--- config.mk ---
export PLATFORM = sky130hd
export DESIGN_NAME = dbgp_serial_port
export DESIGN_NICKNAME = d
export VERILOG_FILES = /design/src/rtl/dbgp_pkg.sv /design/src/rtl/dbgp_sync.sv /design/src/rtl/dbgp_rx.sv /design/src/rtl/dbgp_tx.sv /design/src/rtl/dbgp_decode.sv /design/src/rtl/dbgp_serial_port.sv
export SDC_FILE = /design/constraint.sdc
export NUM_CORES = 1
export LEC_CHECK = 0
export CORE_AREA = 4 4 122 124
export CTS_BUF_LIST = sky130_fd_sc_hd__clkbuf_8
export DETAILED_ROUTE_END_ITERATION = 10
export DIE_AREA = 0 0 126 128
export DONT_BUFFER_PORTS = 1
export HOLD_SLACK_MARGIN = 0.12
export PLACE_DENSITY = 0.78
export SLEW_MARGIN = 10
export SYNTH_ARGS = -nofsm -noshare
export SYNTH_HDL_FRONTEND = slang
export SYNTH_SLANG_ARGS = --single-unit
--- constraint.sdc ---
create_clock -name clk -period 1.48 [get_ports clk]
set_input_delay 0.148 -clock clk [delete_from_list [all_inputs] [get_ports clk]]
set_output_delay 0.148 -clock clk [all_outputs]
set_load 0.02 [all_outputs]
--- src/rtl/dbgp_pkg.sv ---
package dbgp_pkg;
   typedef enum logic [1:0] {
      ST_VALID  = 2'b00,
      ST_SEQERR = 2'b01,
      ST_IRQ    = 2'b10,
      ST_NULL   = 2'b11
   } dbgp_status_e;

   localparam logic [6:0] CMD_BRK_NEG  = 7'b0011000;
   localparam logic [6:0] CMD_CORE_RST = 7'b0011001;
   localparam logic [6:0] CMD_FDL_ON   = 7'b0011010;
   localparam logic [6:0] CMD_FDL_OFF  = 7'b0011011;
   localparam logic [6:0] CMD_NOP      = 7'b0011111;
endpackage

--- src/rtl/dbgp_sync.sv ---
module dbgp_sync #(
   parameter int W      = 1,
   parameter int STAGES = 2
) (
   input  logic         clk,
   input  logic         rst_n,
   input  logic [W-1:0] d,
   output logic [W-1:0] q
);
   localparam int CHAIN_W = W * STAGES;

   logic [CHAIN_W-1:0] chain;

   generate
      if (STAGES < 2) begin : g_bad_stages
         $error("dbgp_sync: STAGES must be at least 2");
      end
      if (STAGES == 2) begin : g_two
         always_ff @(posedge clk or negedge rst_n) begin
            if (!rst_n) chain <= '0;
            else        chain <= {chain[W-1:0], d};
         end
      end else begin : g_deep
         always_ff @(posedge clk or negedge rst_n) begin
            if (!rst_n) chain <= '0;
            else        chain <= {chain[CHAIN_W-W-1:0], d};
         end
      end
   endgenerate

   assign q = chain[CHAIN_W-1 -: W];
endmodule

--- src/rtl/dbgp_rx.sv ---
module dbgp_rx #(
   parameter int WORD_W  = 32,
   parameter int SHORT_W = 7
) (
   input  logic              clk,
   input  logic              rst_n,
   input  logic              bit_stb,
   input  logic              sdi_bit,
   output logic              busy,
   output logic              frame_start,
   output logic              frame_done,
   output logic              mode_o,
   output logic              ctrl_o,
   output logic [WORD_W-1:0] payload_o
);
   localparam int LONG_LAST  = WORD_W + 1;
   localparam int SHORT_LAST = SHORT_W + 1;
   localparam int CNT_W      = $clog2(WORD_W + 2);

   logic [CNT_W-1:0] cnt;
   logic [CNT_W-1:0] last_idx;

   assign last_idx = mode_o ? CNT_W'(SHORT_LAST) : CNT_W'(LONG_LAST);

   always_ff @(posedge clk or negedge rst_n) begin
      if (!rst_n) begin
         busy        <= 1'b0;
         frame_start <= 1'b0;
         frame_done  <= 1'b0;
         mode_o      <= 1'b0;
         ctrl_o      <= 1'b0;
         payload_o   <= '0;
         cnt         <= '0;
      end else begin
         frame_start <= 1'b0;
         frame_done  <= 1'b0;
         if (bit_stb) begin
            if (!busy) begin
               if (sdi_bit) begin
                  busy        <= 1'b1;
                  frame_start <= 1'b1;
                  cnt         <= '0;
               end
            end else begin
               payload_o <= {payload_o[WORD_W-2:0], sdi_bit};
               if (cnt == CNT_W'(0)) mode_o <= sdi_bit;
               if (cnt == CNT_W'(1)) ctrl_o <= sdi_bit;
               if (cnt == last_idx) begin
                  busy       <= 1'b0;
                  frame_done <= 1'b1;
               end
               cnt <= cnt + CNT_W'(1);
            end
         end
      end
   end
endmodule

--- src/rtl/dbgp_tx.sv ---
module dbgp_tx
   import dbgp_pkg::*;
#(
   parameter int WORD_W = 32
) (
   input  logic              clk,
   input  logic              rst_n,
   input  logic              fall_stb,
   input  logic              busy,
   input  logic              frame_start,
   input  logic              frame_done,
   input  logic              short_frame,
   input  logic              cpu_rd_req,
   input  logic              dpdr_load,
   input  logic [WORD_W-1:0] dpdr_data,
   input  logic              irq_set,
   input  logic              seq_set,
   output logic              sdo
);
   localparam int OSR_W = WORD_W + 2;

   logic              dval_q, seq_q, irq_q;
   logic [WORD_W-1:0] dreg_q;
   logic [OSR_W-1:0]  osr_q;
   dbgp_status_e      rep_q, status_now;

   always_comb begin
      if (dval_q)     status_now = ST_VALID;
      else if (seq_q) status_now = ST_SEQERR;
      else if (irq_q) status_now = ST_IRQ;
      else            status_now = ST_NULL;
   end

   always_ff @(posedge clk or negedge rst_n) begin
      if (!rst_n) begin
         dval_q <= 1'b0;
         seq_q  <= 1'b0;
         irq_q  <= 1'b0;
         dreg_q <= '0;
         osr_q  <= '0;
         rep_q  <= ST_NULL;
         sdo    <= 1'b1;
      end else begin
         if (frame_done) begin
            case (rep_q)
               ST_VALID:  if (!short_frame) dval_q <= 1'b0;
               ST_SEQERR: seq_q <= 1'b0;
               ST_IRQ:    irq_q <= 1'b0;
               default:   ;
            endcase
         end
         if (dpdr_load) begin
            dval_q <= 1'b1;
            dreg_q <= dpdr_data;
         end
         if (seq_set) seq_q <= 1'b1;
         if (irq_set) irq_q <= 1'b1;

         if (frame_start) begin
            rep_q <= status_now;
            osr_q <= {status_now, (status_now == ST_VALID) ? dreg_q : {WORD_W{1'b0}}};
         end else if (busy && fall_stb) begin
            sdo   <= osr_q[OSR_W-1];
            osr_q <= {osr_q[OSR_W-2:0], 1'b0};
         end

         if (!busy) sdo <= !cpu_rd_req;
      end
   end
endmodule

--- src/rtl/dbgp_decode.sv ---
module dbgp_decode
   import dbgp_pkg::*;
#(
   parameter int WORD_W  = 32,
   parameter int SHORT_W = 7
) (
   input  logic               clk,
   input  logic               rst_n,
   input  logic               frame_done,
   input  logic               mode,
   input  logic               ctrl,
   input  logic [WORD_W-1:0]  payload,
   input  logic               want_data,
   output logic               seq_err,
   output logic               instr_vld,
   output logic               data_vld,
   output logic [WORD_W-1:0]  word_o,
   output logic               trap_vld,
   output logic [SHORT_W-1:0] trap_o,
   output logic               brk_negate,
   output logic               core_reset,
   output logic               fdl_active
);
   logic [SHORT_W-1:0] cmd;

   assign cmd     = payload[SHORT_W-1:0];
   assign seq_err = frame_done && !mode && (ctrl != want_data);

   always_ff @(posedge clk or negedge rst_n) begin
      if (!rst_n) begin
         instr_vld  <= 1'b0;
         data_vld   <= 1'b0;
         word_o     <= '0;
         trap_vld   <= 1'b0;
         trap_o     <= '0;
         brk_negate <= 1'b0;
         core_reset <= 1'b0;
         fdl_active <= 1'b0;
      end else begin
         instr_vld  <= 1'b0;
         data_vld   <= 1'b0;
         trap_vld   <= 1'b0;
         brk_negate <= 1'b0;
         core_reset <= 1'b0;
         if (frame_done) begin
            if (!mode) begin
               if (!seq_err) begin
                  word_o <= payload;
                  if (ctrl) data_vld  <= 1'b1;
                  else      instr_vld <= 1'b1;
               end
            end else if (!ctrl) begin
               trap_vld <= 1'b1;
               trap_o   <= cmd;
            end else begin
               case (cmd)
                  SHORT_W'(CMD_BRK_NEG):  brk_negate <= 1'b1;
                  SHORT_W'(CMD_CORE_RST): core_reset <= 1'b1;
                  SHORT_W'(CMD_FDL_ON):   fdl_active <= 1'b1;
                  SHORT_W'(CMD_FDL_OFF):  fdl_active <= 1'b0;
                  SHORT_W'(CMD_NOP):      ;
                  default:                ;
               endcase
            end
         end
      end
   end
endmodule

--- src/rtl/dbgp_serial_port.sv ---
module dbgp_serial_port #(
   parameter int WORD_W      = 32,
   parameter int SHORT_W     = 7,
   parameter int SYNC_STAGES = 2
) (
   input  logic               clk,
   input  logic               rst_n,
   input  logic               dbg_sck,
   input  logic               dbg_sdi,
   output logic               dbg_sdo,
   input  logic               cpu_rd_req,
   input  logic               cpu_want_data,
   input  logic               cpu_irq,
   input  logic               dpdr_load,
   input  logic [WORD_W-1:0]  dpdr_data,
   output logic               instr_vld,
   output logic               data_vld,
   output logic [WORD_W-1:0]  word_o,
   output logic               trap_vld,
   output logic [SHORT_W-1:0] trap_o,
   output logic               brk_negate,
   output logic               core_reset,
   output logic               fdl_active
);
   localparam int SYNC_W = 2;

   generate
      if (SHORT_W < 7 || SHORT_W >= WORD_W) begin : g_bad_widths
         $error("dbgp_serial_port: need 7 <= SHORT_W < WORD_W");
      end
   endgenerate

   logic [SYNC_W-1:0] sync_q;
   logic              sck_d, rise_stb, fall_stb;
   logic              busy, frame_start, frame_done, mode, ctrl, seq_err;
   logic [WORD_W-1:0] payload;

   dbgp_sync #(.W(SYNC_W), .STAGES(SYNC_STAGES)) u_sync (
      .clk(clk), .rst_n(rst_n), .d({dbg_sck, dbg_sdi}), .q(sync_q)
   );

   always_ff @(posedge clk or negedge rst_n) begin
      if (!rst_n) sck_d <= 1'b0;
      else        sck_d <= sync_q[1];
   end

   assign rise_stb = sync_q[1] && !sck_d;
   assign fall_stb = !sync_q[1] && sck_d;

   dbgp_rx #(.WORD_W(WORD_W), .SHORT_W(SHORT_W)) u_rx (
      .clk(clk), .rst_n(rst_n), .bit_stb(rise_stb), .sdi_bit(sync_q[0]),
      .busy(busy), .frame_start(frame_start), .frame_done(frame_done),
      .mode_o(mode), .ctrl_o(ctrl), .payload_o(payload)
   );

   dbgp_decode #(.WORD_W(WORD_W), .SHORT_W(SHORT_W)) u_dec (
      .clk(clk), .rst_n(rst_n), .frame_done(frame_done), .mode(mode),
      .ctrl(ctrl), .payload(payload), .want_data(cpu_want_data),
      .seq_err(seq_err), .instr_vld(instr_vld), .data_vld(data_vld),
      .word_o(word_o), .trap_vld(trap_vld), .trap_o(trap_o),
      .brk_negate(brk_negate), .core_reset(core_reset), .fdl_active(fdl_active)
   );

   dbgp_tx #(.WORD_W(WORD_W)) u_tx (
      .clk(clk), .rst_n(rst_n), .fall_stb(fall_stb), .busy(busy),
      .frame_start(frame_start), .frame_done(frame_done), .short_frame(mode),
      .cpu_rd_req(cpu_rd_req), .dpdr_load(dpdr_load), .dpdr_data(dpdr_data),
      .irq_set(cpu_irq), .seq_set(seq_err), .sdo(dbg_sdo)
   );
endmodule

==> results of run 1 <==
worst max-delay path: stages, from the launching register on:
cell and delay (ns):
sky130_fd_sc_hd__dfrtp_2 0.47, sky130_fd_sc_hd__and3b_2 0.33, sky130_fd_sc_hd__buf_12 0.22, sky130_fd_sc_hd__mux2_2 0.35
state kept, by name (all words and copies together) (netlist names):
register          flops
u_tx.seq_q            1
u_tx.dreg_q          32
u_tx.dval_q           1
u_tx.sdo              1
u_dec.trap_o          7
u_dec.word_o         32
u_rx.ctrl_o           1
u_sync.chain          4
sck_d                 1
u_rx.frame_done       1
u_dec.trap_vld        1
u_tx.rep_q            2
u_dec.fdl_active      1
u_dec.data_vld        1
u_rx.busy             1
u_tx.irq_q            1
u_rx.mode_o           1
u_dec.core_reset      1
u_rx.cnt              6
u_dec.brk_negate      1
u_rx.frame_start      1
u_dec.instr_vld       1
u_tx.osr_q           34
u_rx.payload_o       32
worst paths after layout:
kind	end	slack (ns)	cells past startpoint
worst max-delay path	u_rx.payload_o[18]$_DFFE_PN0P_	-0.02	3
worst min-delay path	u_tx.dreg_q[24]$_DFFE_PN0P_	-0.61	0
worst max register to register	u_rx.payload_o[18]$_DFFE_PN0P_	-0.02	3
worst min register to register	u_sync.chain[3]$_DFF_PN0_	0.36	0
max in group asynchronous	u_tx.sdo$_DFFE_PN1P_	1.79	0
min in group clk	u_sync.chain[0]$_DFF_PN0_	0.25	1
layout make-up:
class                      instances  area (um2)
sequential                       165        4140
fill                            1052        5550
tap                              180         225
inverter                          10        37.5
clock buffer                      20         275
timing repair buffer              89         936
multi-input combinational        246        2480
clock inverter                    12         131
power by group:
group / switching [mW] / internal (mW) / total, mW
clock network: 1.62 / 1.63 / 3.24
registers: 0.537 / 5.12 / 5.66
logic: 0.480 / 1.09 / 1.57
total: 2.63 / 7.84 / 10.5
what timing repair did:
item,4_1_cts,5_1_grt
endpoints found under the hold margin,205,165
resized for setup,2,7
pin swaps,0,1
buffers inserted,0,2
gates cloned,0,1
setup endpoints to repair,39,40
cells by family (layout without fill, tap and decap cells):
family / Yosys count / in the layout
DFF: 165 / 165
and+or+nand+nor: 47 / 47
xor gates and xnor gates: 1 / 1
adders and majority gates: 3 / 3
AOI/OAI and AO/OA: 52 / 52
buffers and inverters: 33 / 131
muxes: 143 / 143
Yosys cell counts:
library cell,n,area (um2)
sky130_fd_sc_hd__mux2_2,103,1160
sky130_fd_sc_hd__nand2_1,4,15.0
sky130_fd_sc_hd__inv_2,1,3.75
sky130_fd_sc_hd__a22o_1,31,272
sky130_fd_sc_hd__nor4bb_1,3,30.0
sky130_fd_sc_hd__nand3_1,5,25.0
sky130_fd_sc_hd__nand2b_1,5,31.3
sky130_fd_sc_hd__mux2_1,5,56.3
sky130_fd_sc_hd__o31ai_1,3,22.5
sky130_fd_sc_hd__nand3b_1,2,15.0
sky130_fd_sc_hd__buf_6,6,67.6
sky130_fd_sc_hd__clkbuf_1,4,15.0
sky130_fd_sc_hd__xnor2_1,1,8.76
sky130_fd_sc_hd__and3b_1,1,8.76
sky130_fd_sc_hd__and3_1,3,18.8
sky130_fd_sc_hd__a21oi_1,5,25.0
sky130_fd_sc_hd__dfrtp_1,162,4050
sky130_fd_sc_hd__and4bb_1,1,12.5
sky130_fd_sc_hd__and2b_1,1,7.51
sky130_fd_sc_hd__o21ai_0,9,45.0
sky130_fd_sc_hd__buf_4,8,60.1
sky130_fd_sc_hd__inv_1,9,33.8
sky130_fd_sc_hd__mux2_4,28,420
sky130_fd_sc_hd__nor4_1,1,6.26
sky130_fd_sc_hd__nor3_1,2,10.0
sky130_fd_sc_hd__dfstp_2,3,78.8
sky130_fd_sc_hd__ha_1,3,37.5
sky130_fd_sc_hd__and2_1,2,12.5
sky130_fd_sc_hd__o2111a_1,1,11.3
sky130_fd_sc_hd__nand4_1,3,18.8
sky130_fd_sc_hd__a21o_1,1,7.51
sky130_fd_sc_hd__a31oi_4,1,21.3
sky130_fd_sc_hd__buf_2,5,25.0
sky130_fd_sc_hd__nor3b_1,2,15.0
sky130_fd_sc_hd__or3b_2,1,8.76
sky130_fd_sc_hd__or4_1,2,15.0
sky130_fd_sc_hd__nor2_1,5,18.8
sky130_fd_sc_hd__nor2b_1,4,25.0
sky130_fd_sc_hd__mux2i_1,7,70.1
sky130_fd_sc_hd__a22oi_1,1,7.51
stage by stage:
| step | power [mW] | worst slack, ns | area, um2 |
|---|---|---|---|
| after global placement | 6.92 | 0.0406 | 7030 |
| after CTS | 10.5 | -0.0230 | 8160 |
| after floorplan | 6.68 | 0.0865 | 6800 |
| after detailed placement | 7.01 | -0.0211 | 7030 |
| after global routing | 11.0 | -0.0603 | 8220 |
| final | 10.5 | -0.0217 | 8220 |
per-layer routing:
metal | up-vias | routed length, um
met5 | - | 0
met2 | 104 | 6520
met1 | 2037 | 5660
met3 | 18 | 914
li1 | 1781 | -
met4 | 0 | 176
==> summary.md, run 1 <==
The first detailed-routing pass took 5 iterations. After layout, the minimum clock period comes to 1.50 ns. 0 antenna diodes ended up in the layout.

The max-slew violation total from the final report is 0, and the top-level I/O count is 86. Setup repair after global routing could not meet its margin everywhere. Across the routed clock network, the largest skew measured is 0.0162 ns.

The combinational family with the most area after synthesis was multiplexers. Cell chosen for the clock root: sky130_fd_sc_hd__clkbuf_8. The die is 126 um wide.

For this design the static power due to leakage is 3.88 nW. The H-tree was split into 4 levels. The final layout contains routed wiring with a total length of 13300 um. The logs give 0.169 for the overall global routing resource usage and 165 for the CTS sink count. The total power density per cell area is 1270 nW/um2. The layer carrying the most global-route usage was met2.

Max-cap violations in this run came to 0. In this run the core area contains 43 standard-cell rows. The post-synthesis cell area is 6800 um2, and the remaining design rule violation count is 0. Worst hold slack after final layout: -0.611 ns.

The proportion of layout cells with a drive suffix above 1 works out to 0.360. The routed layout has 3940 vias. The type of destination of the critical path was a flip-flop. Once detailed placement completed, the half-perimeter wirelength came to 7660 um. Each instance of the synthesized netlist takes up on average 15.3 um2. The final setup violation count is 5, and the area fraction in and, or, nand and nor cells after synthesis is 0.0433. For the worst setup path, the data arrival time is 1.84 ns.

The instance count of the mapped netlist was 444; the final setup slack of the worst path was -0.0217 ns. In the final design database the tool counted 572 nets. In the routed layout, each cell is associated on average with a via count of 5.46.

The run gives 0.45 ns as the clock latency on the worst-skew pair. In this run, the number of DRC markers left after iteration 0 of detailed routing was 304. The xor/xnor cell area share of the yosys netlist is 0.00129. The required time of the worst setup path came out at 1.82 ns. The run finished, with violations left.

At the end of routability-driven placement, the weighted congestion stood at 0.771. The met1 track demand over resource was 0.213. Met2 global-route usage: 0.273.

For the worst-case headroom to the max-slew limit, the log shows 0.719. After floorplanning, the core was sized to cover 13800 um2. In the final routed layout, each cell accounts on average for 18.4 um. The effective utilization at floorplan is 0.493, and the slew at the pin closest to its max-slew limit is 0.420 ns. The number of different library cells used by synthesis comes to 40. Measured along the y axis, the die boundary spans 128 um. The maximum resistive drop on vdd was 711 uV.

The number of CTS-inserted buffers is 17, and the count of yosys warnings during synthesis is 0. Tracing the worst setup path back leads to its startpoint at sck_d$_DFF_PN0_. Along the worst path, the maximum fanout reaches 23.

TritonCTS built the clock tree. The largest net degree at the start of global routing is 166, and the initial antenna violation count is 0. The library cell used most frequently in the layout, excluding fill and tap cells, is sky130_fd_sc_hd__dfrtp_1.

In the final timing run, aggregate negative setup slack is -0.0765 ns. In this run the remaining antenna-violating nets after routing total 0. The run gives 0.0600 as the met3 track demand over resource. The final reports fail on hold timing, setup timing.

The maximum number of buffers from clock root to sink is 2. The utilization after layout came out at 0.597. For the number of global-route vias before repair, the log shows 4170.

Counting flops and latches in the post-synthesis netlist gives 165. Leaving out fill and tap cells, the most frequent cells in the layout are sky130_fd_sc_hd__dfrtp_1, sky130_fd_sc_hd__mux2_2, sky130_fd_sc_hd__dlygate4sd3_1. After global routing the overflow that remains totals 0. Clock-pin slew was measured on the worst setup and hold paths at 0.09 ns. The signed area change from the synthesized netlist to the final layout is 21.0%.

The finished layout holds 722 standard cells, fillers aside. The post-synthesis share of cell area spent on full adders, half adders and majority gates was 0.00552; the count of endpoints failing hold in the final timing report was 165. The die covers 16100 um2. The first global-routing pass estimated 21600 um of wire. The critical path start-end classification was reg -> reg.

The number of placed instances, taps included, is 616. The count of buffers added on input and output ports is 0. STA classifies the critical path startpoint as a flip-flop.

The post-route clock period utilization was 1.01. The run gives 487 as the net count after synthesis. The compound-gate portion of the synthesized area came out at 0.0606. The mux contribution to synthesized area works out to 0.251. The path class of the tightest hold or removal check is in -> async. Hold repair after CTS inserted 71 buffers. In this run the critical register-to-register path is launched from sck_d$_DFF_PN0_. Static timing analysis puts the maximum clock frequency at 666 MHz. Portion of the post-synthesis area used by sequential elements: 0.608.
Power figures use the tool's default switching activity.
==> run 2: changes to the inputs <==
--- a/config.mk
+++ b/config.mk
@@ -5,6 +5,7 @@
 export SDC_FILE = /design/constraint.sdc
 export NUM_CORES = 1
 export LEC_CHECK = 0
+export ABC_AREA = 1
 export CORE_AREA = 4 4 122 124
 export CTS_BUF_LIST = sky130_fd_sc_hd__clkbuf_8
 export DETAILED_ROUTE_END_ITERATION = 10
@@ -12,6 +13,7 @@
 export DONT_BUFFER_PORTS = 1
 export HOLD_SLACK_MARGIN = 0.12
 export PLACE_DENSITY = 0.78
+export SETUP_SLACK_MARGIN = 0.02
 export SLEW_MARGIN = 10
 export SYNTH_ARGS = -nofsm -noshare
 export SYNTH_HDL_FRONTEND = slang
==> run 2 against run 1 <==
  * The flow finishes with violations (hold timing)
  * Clock-buffer cell count fell by 1
  * Via count is 31% higher
  * Sequential share of layout area up 0.89 points
  * Clock skew fell by 0.0020 ns
  * Synthesized area up 0.24%
  * Hold slack got worse by 0.0070 ns
  * Critical path depth rose by 1
  * Wire length increased by 6.1%
  * Register-to-register slack better by 0.17 ns
  * Fmax increased by 13%
  * Cell area decreased by 1.8%
==> summary.md, run 2 <==
The flow ran to the end, but the final reports show violations. In the final routed layout, each cell accounts on average for 14.0 um. In this run the count of I/O pins placed on the die edge is 86.

The data arrival time at the worst-slack endpoint is 1.64 ns, and the area of the die is 16100 um2. Yosys printed 0 warnings. The utilization after layout is 0.586, and the total power density per cell area is 1600 nW/um2. For the initial detailed-routing violation count, the log shows 495. The most used standard cell by instance count after synthesis was sky130_fd_sc_hd__nand2_1.

For the worst hold slack after final layout, the log shows -0.618 ns. Yosys attributes the largest share of cell area to sky130_fd_sc_hd__dfrtp_1, sky130_fd_sc_hd__nand2_1, sky130_fd_sc_hd__o21ai_0, sky130_fd_sc_hd__inv_1, sky130_fd_sc_hd__nand3_1. The analysis attributes to cell leakage a power of 3.97 nW. The routed layout has 5155 vias. The post-layout minimum cycle time was 1.33 ns; the routability congestion estimate from global placement was 0.752. Worst-case headroom to the max-slew limit: 0.761. Summed over all instances, the cell type with the most area after synthesis is sky130_fd_sc_hd__dfrtp_1. Along the worst path, the maximum fanout reaches 32.

For the pin with the worst max-slew slack, the measured transition is 0.359 ns. The number of H-tree levels came out at 4. Synthesis produced a netlist with a net count of 798.

For the largest net degree at the start of global routing, the log shows 166. Across the VDD grid, the largest voltage drop is 1210 uV. The total overflow left after global routing is 0.

For this run, design rule violations remaining after detail routing come to 0. The count of nets left with antenna violations once routing finished came out at 0. The commonest cells after synthesis are sky130_fd_sc_hd__nand2_1, sky130_fd_sc_hd__dfrtp_1, sky130_fd_sc_hd__inv_1, sky130_fd_sc_hd__o21ai_0, sky130_fd_sc_hd__nand3_1. The signed area change from the synthesized netlist to the final layout was 18.5%; the detail-routed via count per cell was 5.13. The tools report the type of destination of the critical path as a flip-flop. The run gives 1 as the initial antenna violation count. The tree built by TritonCTS fans out to 165 sinks.

The tools report the post-synthesis cell area as 6810 um2. The proportion of layout cells with a drive suffix above 1 is 0.0692. The logs give 752 MHz for the highest achievable clock rate and 0.0850 ns for the worst slack at placement. Setup total negative slack on the finished layout was measured at 0 ns. The longest clock path from root to sink contains 2 buffers. The initialized floorplan defines 43 standard-cell rows. The cell chosen for the clock root is sky130_fd_sc_hd__clkbuf_8. The run gives 0 as the final setup violation count.

The overall global routing resource usage is 0.178. Averaged over all synthesized cells, the footprint is 9.02 um2. After floorplanning, the core was sized to cover 13800 um2. TritonCTS built the clock tree.

Data on the critical path is required at its endpoint by 1.79 ns. The number of detailed-route iterations in the first pass was 5. Clock-pin slew was measured on the worst setup and hold paths at 0.09 ns. In the synthesized netlist, the number of instances is 755.

The number of CTS-inserted buffers was 17. The fraction of synthesized cell area taken by the top area cell type came out at 0.595. Leading cell type in the layout, fill and taps excluded: sky130_fd_sc_hd__nand2_1. Hold repair after CTS inserted 66 buffers. The clock arrives with 0.0143 ns of skew. The post-route clock period utilization is 0.899. The flip-flop count of the largest register after layout was 34; the fraction of registers with async set or reset after synthesis was 1.00. The floorplan step set the die width to 126 um. The register with the most flip-flops was u_tx.osr_q.

The number of flops mapped to enable cells by yosys is 0. The portion of the post-synthesis area used by sequential elements came out at 0.607. For the count of cell types in the netlist, the log shows 26. Setup repair after global routing left no endpoint under its margin. For the max-slew violation total from the final report, the log shows 0. The checks that failed: hold timing.

Startpoint type of the worst setup path: a flip-flop. For this run, the post-layout net count is 854. Most used flip-flop cell after synthesis: sky130_fd_sc_hd__dfrtp_1. The tightest min-delay check is of the in -> async type. The max capacitance violation total was 0; the port buffer count was 0. Synthesis inferred 165 register bits. The logs give 13.0 mW for the sum of internal, switching and leakage power and 14100 um for the total wire length.

After layout, the worst setup slack is 0.150 ns. The library cells used most frequently in the layout, excluding fill and tap cells, are sky130_fd_sc_hd__nand2_1, sky130_fd_sc_hd__dfrtp_1, sky130_fd_sc_hd__inv_1. In this run the vertical extent of the chip is 128 um. For the clock latency on the worst-skew pair, the log shows 0.45 ns. Detailed placement finished with a half-perimeter wire length of 7560 um. The count of endpoints failing hold in the final timing report was 165; the first-pass GRT wire length was 23500 um. The number of global-route vias before repair came out at 4844. The setup path with the least slack is of type reg -> reg.

The effective utilization at floorplan is 0.495.
## run 2: worst paths after layout
check	start	endpoint	slack [ns]	depth (start not counted)
min in group clk	dbg_sck	u_sync.chain[1]$_DFF_PN0_	0.25	1
min	rst_n	u_dec.trap_vld$_DFF_PN0_	-0.62	0
max in group asynchronous	rst_n	u_tx.sdo$_DFFE_PN1P_	1.84	0
min reg2reg	u_sync.chain[0]$_DFF_PN0_	u_sync.chain[2]$_DFF_PN0_	0.36	0
max reg2reg	u_rx.frame_start$_DFF_PN0_	u_tx.osr_q[4]$_DFFE_PN0P_	0.15	4
max	u_rx.frame_start$_DFF_PN0_	u_tx.osr_q[4]$_DFFE_PN0P_	0.15	4
## run 2: area by class of cell
cell class	count	area, um2
timing repair buffer	76	816
tap	180	225
inverter	114	428
sequential	165	4130
multi-input combinational	437	2040
antenna	1	2.50
clock inverter	13	169
fill	1114	5700
clock buffer	19	262
## run 2: repair_timing
action / 4_1_cts / 5_1_grt
endpoints found under the setup margin: 0 / 9
buffers inserted: 0 / 0
resized for setup: 0 / 2
endpoints found under the hold margin: 205 / 165
## run 2: power breakdown
part | internal, mW | switching [mW]
Sequential | 5.76 | 1.26
Clock | 1.79 | 1.69
Combinational | 1.06 | 1.39
## run 2: metal layers
metal,global-route usage,share of wire,vias to the layer above
met2,0.281,0.47,168
li1,-,-,2504
met1,0.234,0.44,2454
met3,0.0529,0.067,29
met5,0,0,-
met4,0.0719,0.021,0
## run 2: per-stage QoR
| stage | hold WS, ns | cells | cell area [um2] |
|---|---|---|---|
| final | -0.618 | 1005 | 8070 |
| after global routing | -0.664 | 1005 | 8070 |
| after CTS | -0.651 | 1003 | 8040 |
| after detailed placement | -0.144 | 905 | 6940 |
| after global placement | -0.143 | 905 | 6940 |
| after floorplan | -0.148 | 755 | 6810 |
## run 2: logic make-up (layout without fill, tap and decap cells)
| logic type | Yosys count | after routing | share of synthesized area |
|---|---|---|---|
| buf+inv | 153 | 222 | 0.0951 |
| flops | 165 | 165 | 0.607 |
| other cells | 0 | 1 | 0 |
| simple gates | 284 | 284 | 0.176 |
| compound gates | 150 | 150 | 0.117 |
| fa+ha+maj | 3 | 3 | 0.00551 |
## run 2: worst max-delay path, cell delays in order, from the launching register on
cell and delay [ns]:
sky130_fd_sc_hd__dfrtp_1 0.45, sky130_fd_sc_hd__buf_4 0.37, sky130_fd_sc_hd__o22ai_1 0.17, sky130_fd_sc_hd__nand2_1 0.08, sky130_fd_sc_hd__o21ai_0 0.11
==> run 3: changes to the inputs <==
--- a/config.mk
+++ b/config.mk
@@ -6,13 +6,13 @@
 export NUM_CORES = 1
 export LEC_CHECK = 0
 export ABC_AREA = 1
-export CORE_AREA = 4 4 122 124
+export CORE_AREA = 4 4 117 119
 export CTS_BUF_LIST = sky130_fd_sc_hd__clkbuf_8
 export DETAILED_ROUTE_END_ITERATION = 10
-export DIE_AREA = 0 0 126 128
+export DIE_AREA = 0 0 121 123
 export DONT_BUFFER_PORTS = 1
 export HOLD_SLACK_MARGIN = 0.12
-export PLACE_DENSITY = 0.78
+export PLACE_DENSITY = 0.83
 export SETUP_SLACK_MARGIN = 0.02
 export SLEW_MARGIN = 10
 export SYNTH_ARGS = -nofsm -noshare
==> run 3 against run 2 <==
  * The flow still finishes with violations (hold timing)
  * Power is 2.2% lower
  * First-iteration DRC count shrank 2.8%
  * Wire length grew 6.4%
  * Critical path type unchanged
  * Largest cell class unchanged
  * Highest routed layer unchanged
==> summary.md, run 3 (synthesis gave the netlist of run 2 again) <==
The number of CTS-inserted buffers is 17, and the final non-filler cell total is 996. The final reports fail on hold timing. The logs give 6930 um2 for the area after detailed placement and 0 for the initial antenna violation count. Across all register-to-register paths, the minimum setup slack is 0.13 ns. Master of the slowest instance on the critical path: sky130_fd_sc_hd__dfrtp_1. Type of the tightest min-delay check: in -> async. The cell occurring most often along the worst timing path is sky130_fd_sc_hd__nand2_1. Counting flops per register, the top entry is u_tx.osr_q.

Slew at the pin closest to its max-slew limit: 0.329 ns. The post-route clock period utilization is 0.910, and the antenna cell count is 0. Height of the die: 123 um. In this run, post-CTS hold repair placed 67 buffers. Worst-path maximum fanout: 32. The worst setup path is captured at a flip-flop. Across the run, the number of max-cap violations was 0. The top cell types in the final layout, fill and taps aside, are sky130_fd_sc_hd__nand2_1, sky130_fd_sc_hd__dfrtp_1, sky130_fd_sc_hd__inv_1. Overall global routing resource usage: 0.205. CTS built an H-tree with a depth of 4. TritonCTS built the clock tree.

The tools report the effective utilization at floorplan as 0.542. After floorplanning, the core was sized to cover 12600 um2. The kind of cell with the highest combined delay along the critical path is flip-flops. The run gives 165 as the count of endpoints failing hold in the final timing report.

The tools report the cell chosen for the clock root as sky130_fd_sc_hd__clkbuf_8. For the worst setup path, the data required time is 1.84 ns. At the later pin of the worst-skew pair, clock insertion delay measures 0.46 ns.

The wire-length estimate of the detail-placed layout is 7840 um. The final-layout fill cell count is 946, and the total wire length is 15000 um. The tools report the worst-case headroom to the max-slew limit as 0.778.

After the last flow step, the layout net total stands at 855. The count of buffering cells on the critical path with inverters included was 1. The tools report the max-slew violation total from the final report as 0. The tools report the first-pass GRT wire length as 24400 um.

The floorplan step defined a die boundary enclosing 14900 um2. Counting every sink on the clock net gives 165. The remaining design rule violation count is 0, and the area of the multi-input gates is 2040 um2.

The largest net degree at the start of global routing was 166. In this run the critical register-to-register path is captured at u_tx.osr_q[12]$_DFFE_PN0P_. The library cell used most frequently in the layout, excluding fill and tap cells, is sky130_fd_sc_hd__nand2_1. The number of detailed-route iterations in the first pass was 5; the number of cell instances on the worst register-to-register path was 5. The worst hold slack after final layout came out at -0.615 ns.

Registers take 4130 um2. The tools report the startpoint type of the worst setup path as a flip-flop. In this run the horizontal extent of the chip is 121 um. The flow ran to the end, but the final reports show violations. The average routed wire per standard cell is 15.0 um. The routed layout has 5243 vias. Counting along the longest clock path gives a buffer depth of 2.

Once the clock tree was built, the setup fixing pass inserted 0 buffers. The largest single stage delay on the critical path is 0.49 ns. After clock tree synthesis, the clock-pin slew on the worst setup and hold paths is 0.09 ns. For the initial detailed-routing violation count, the log shows 481.

The analysis attributes to cell leakage a power of 3.95 nW. The total overflow left after global routing is 0. The signed area change from the synthesized netlist to the final layout works out to 18.1%.

The finished cells cover 8050 um2. Setup repair after global routing left no endpoint under its margin. The logs give 1.70 ns for the data arrival time at the worst-slack endpoint and 0.0217 ns for the setup clock skew after layout. VDD sags by at most 889 uV. The register with the most flip-flops in the layout has 34 of them. Startpoint of the worst register-to-register path: u_rx.frame_start$_DFF_PN0_. The run gives 12.7 mW as the sum of internal, switching and leakage power.

The signal on the critical path passes through nand2_1, buf_12, o22ai_1, nand2_1, o21ai_0. The run gives 896 as the count of placed standard cells including taps. Counting I/O delays and the setup requirement, the final critical path takes 1.35 ns. 86 I/O pins were placed.

Setup violations remaining at the end of the flow were counted as 0. Setup total negative slack on the finished layout was measured at 0 ns. The count of antenna-violating nets left after detailed routing is 0, and the port buffer count is 0. Based on the critical path, the design can be clocked at up to 743 MHz. The total power density per cell area was 1570 nW/um2; the number of core rows was 41. At the end of routability-driven placement, the weighted congestion stood at 0.779. The run gives 5110 as the number of global-route vias before repair. In the routed layout, each cell is associated on average with a via count of 5.26. By startpoint and endpoint, the worst setup path is classified as reg -> reg. The proportion of layout cells with a drive suffix above 1 came out at 0.0716.
-- run 3: metrics by stage --
step           hold slack, ns  utilization  setup WS [ns]
2_1_floorplan          -0.148            -          0.319
3_3_place_gp           -0.144        0.552          0.231
3_5_place_dp           -0.144        0.552          0.149
4_1_cts                -0.647        0.636          0.135
5_1_grt                -0.669        0.640         0.0216
6_report               -0.615        0.640          0.134
-- run 3: how the worst max path moves through the flow --
stage / cells after the start / slack, ns / endpoint / from
floorplan: 7 / 0.32 / u_tx.osr_q[24]$_DFFE_PN0P_ / u_rx.busy$_DFFE_PN0P_
global placement: 6 / 0.23 / u_rx.mode_o$_DFFE_PN0P_ / u_rx.cnt[0]$_DFFE_PN0P_
detailed placement: 6 / 0.15 / u_rx.mode_o$_DFFE_PN0P_ / u_rx.cnt[0]$_DFFE_PN0P_
CTS: 5 / 0.13 / u_rx.mode_o$_DFFE_PN0P_ / u_rx.cnt[0]$_DFFE_PN0P_
global route: 5 / 0.02 / u_tx.osr_q[12]$_DFFE_PN0P_ / u_rx.frame_start$_DFF_PN0_
finish: 5 / 0.13 / u_tx.osr_q[12]$_DFFE_PN0P_ / u_rx.frame_start$_DFF_PN0_
-- run 3: repair_timing --
| action | CTS | global route |
|---|---|---|
| gates resized for setup | 0 | 4 |
| endpoints found under the setup margin | 0 | 9 |
| endpoints found under the hold margin | 209 | 165 |
-- run 3: where the power goes --
group	internal [mW]	total, mW	switching [mW]	leakage, nW
sequential	5.77	7.07	1.30	2.11
combinational	1.06	2.50	1.45	1.66
clock	1.39	3.10	1.71	0.183
total	8.21	12.7	4.46	3.95
-- run 3: final cells by class --
type | count | area share
inverters | 114 | 0.0532
clock inverters | 13 | 0.0157
well taps | 172 | 0.0267
repair buffers | 77 | 0.106
multi-input cells | 437 | 0.253
clock buffers | 18 | 0.0308
flip-flops and latches | 165 | 0.514
-- run 3: routing by layer --
layer  up-vias  GRT usage  share of wire
met1      2526      0.269           0.43
li1       2504          -              -
met4         0     0.0701          0.015
met2       186      0.329           0.48
met3        27     0.0622          0.069
met5         -          0              0
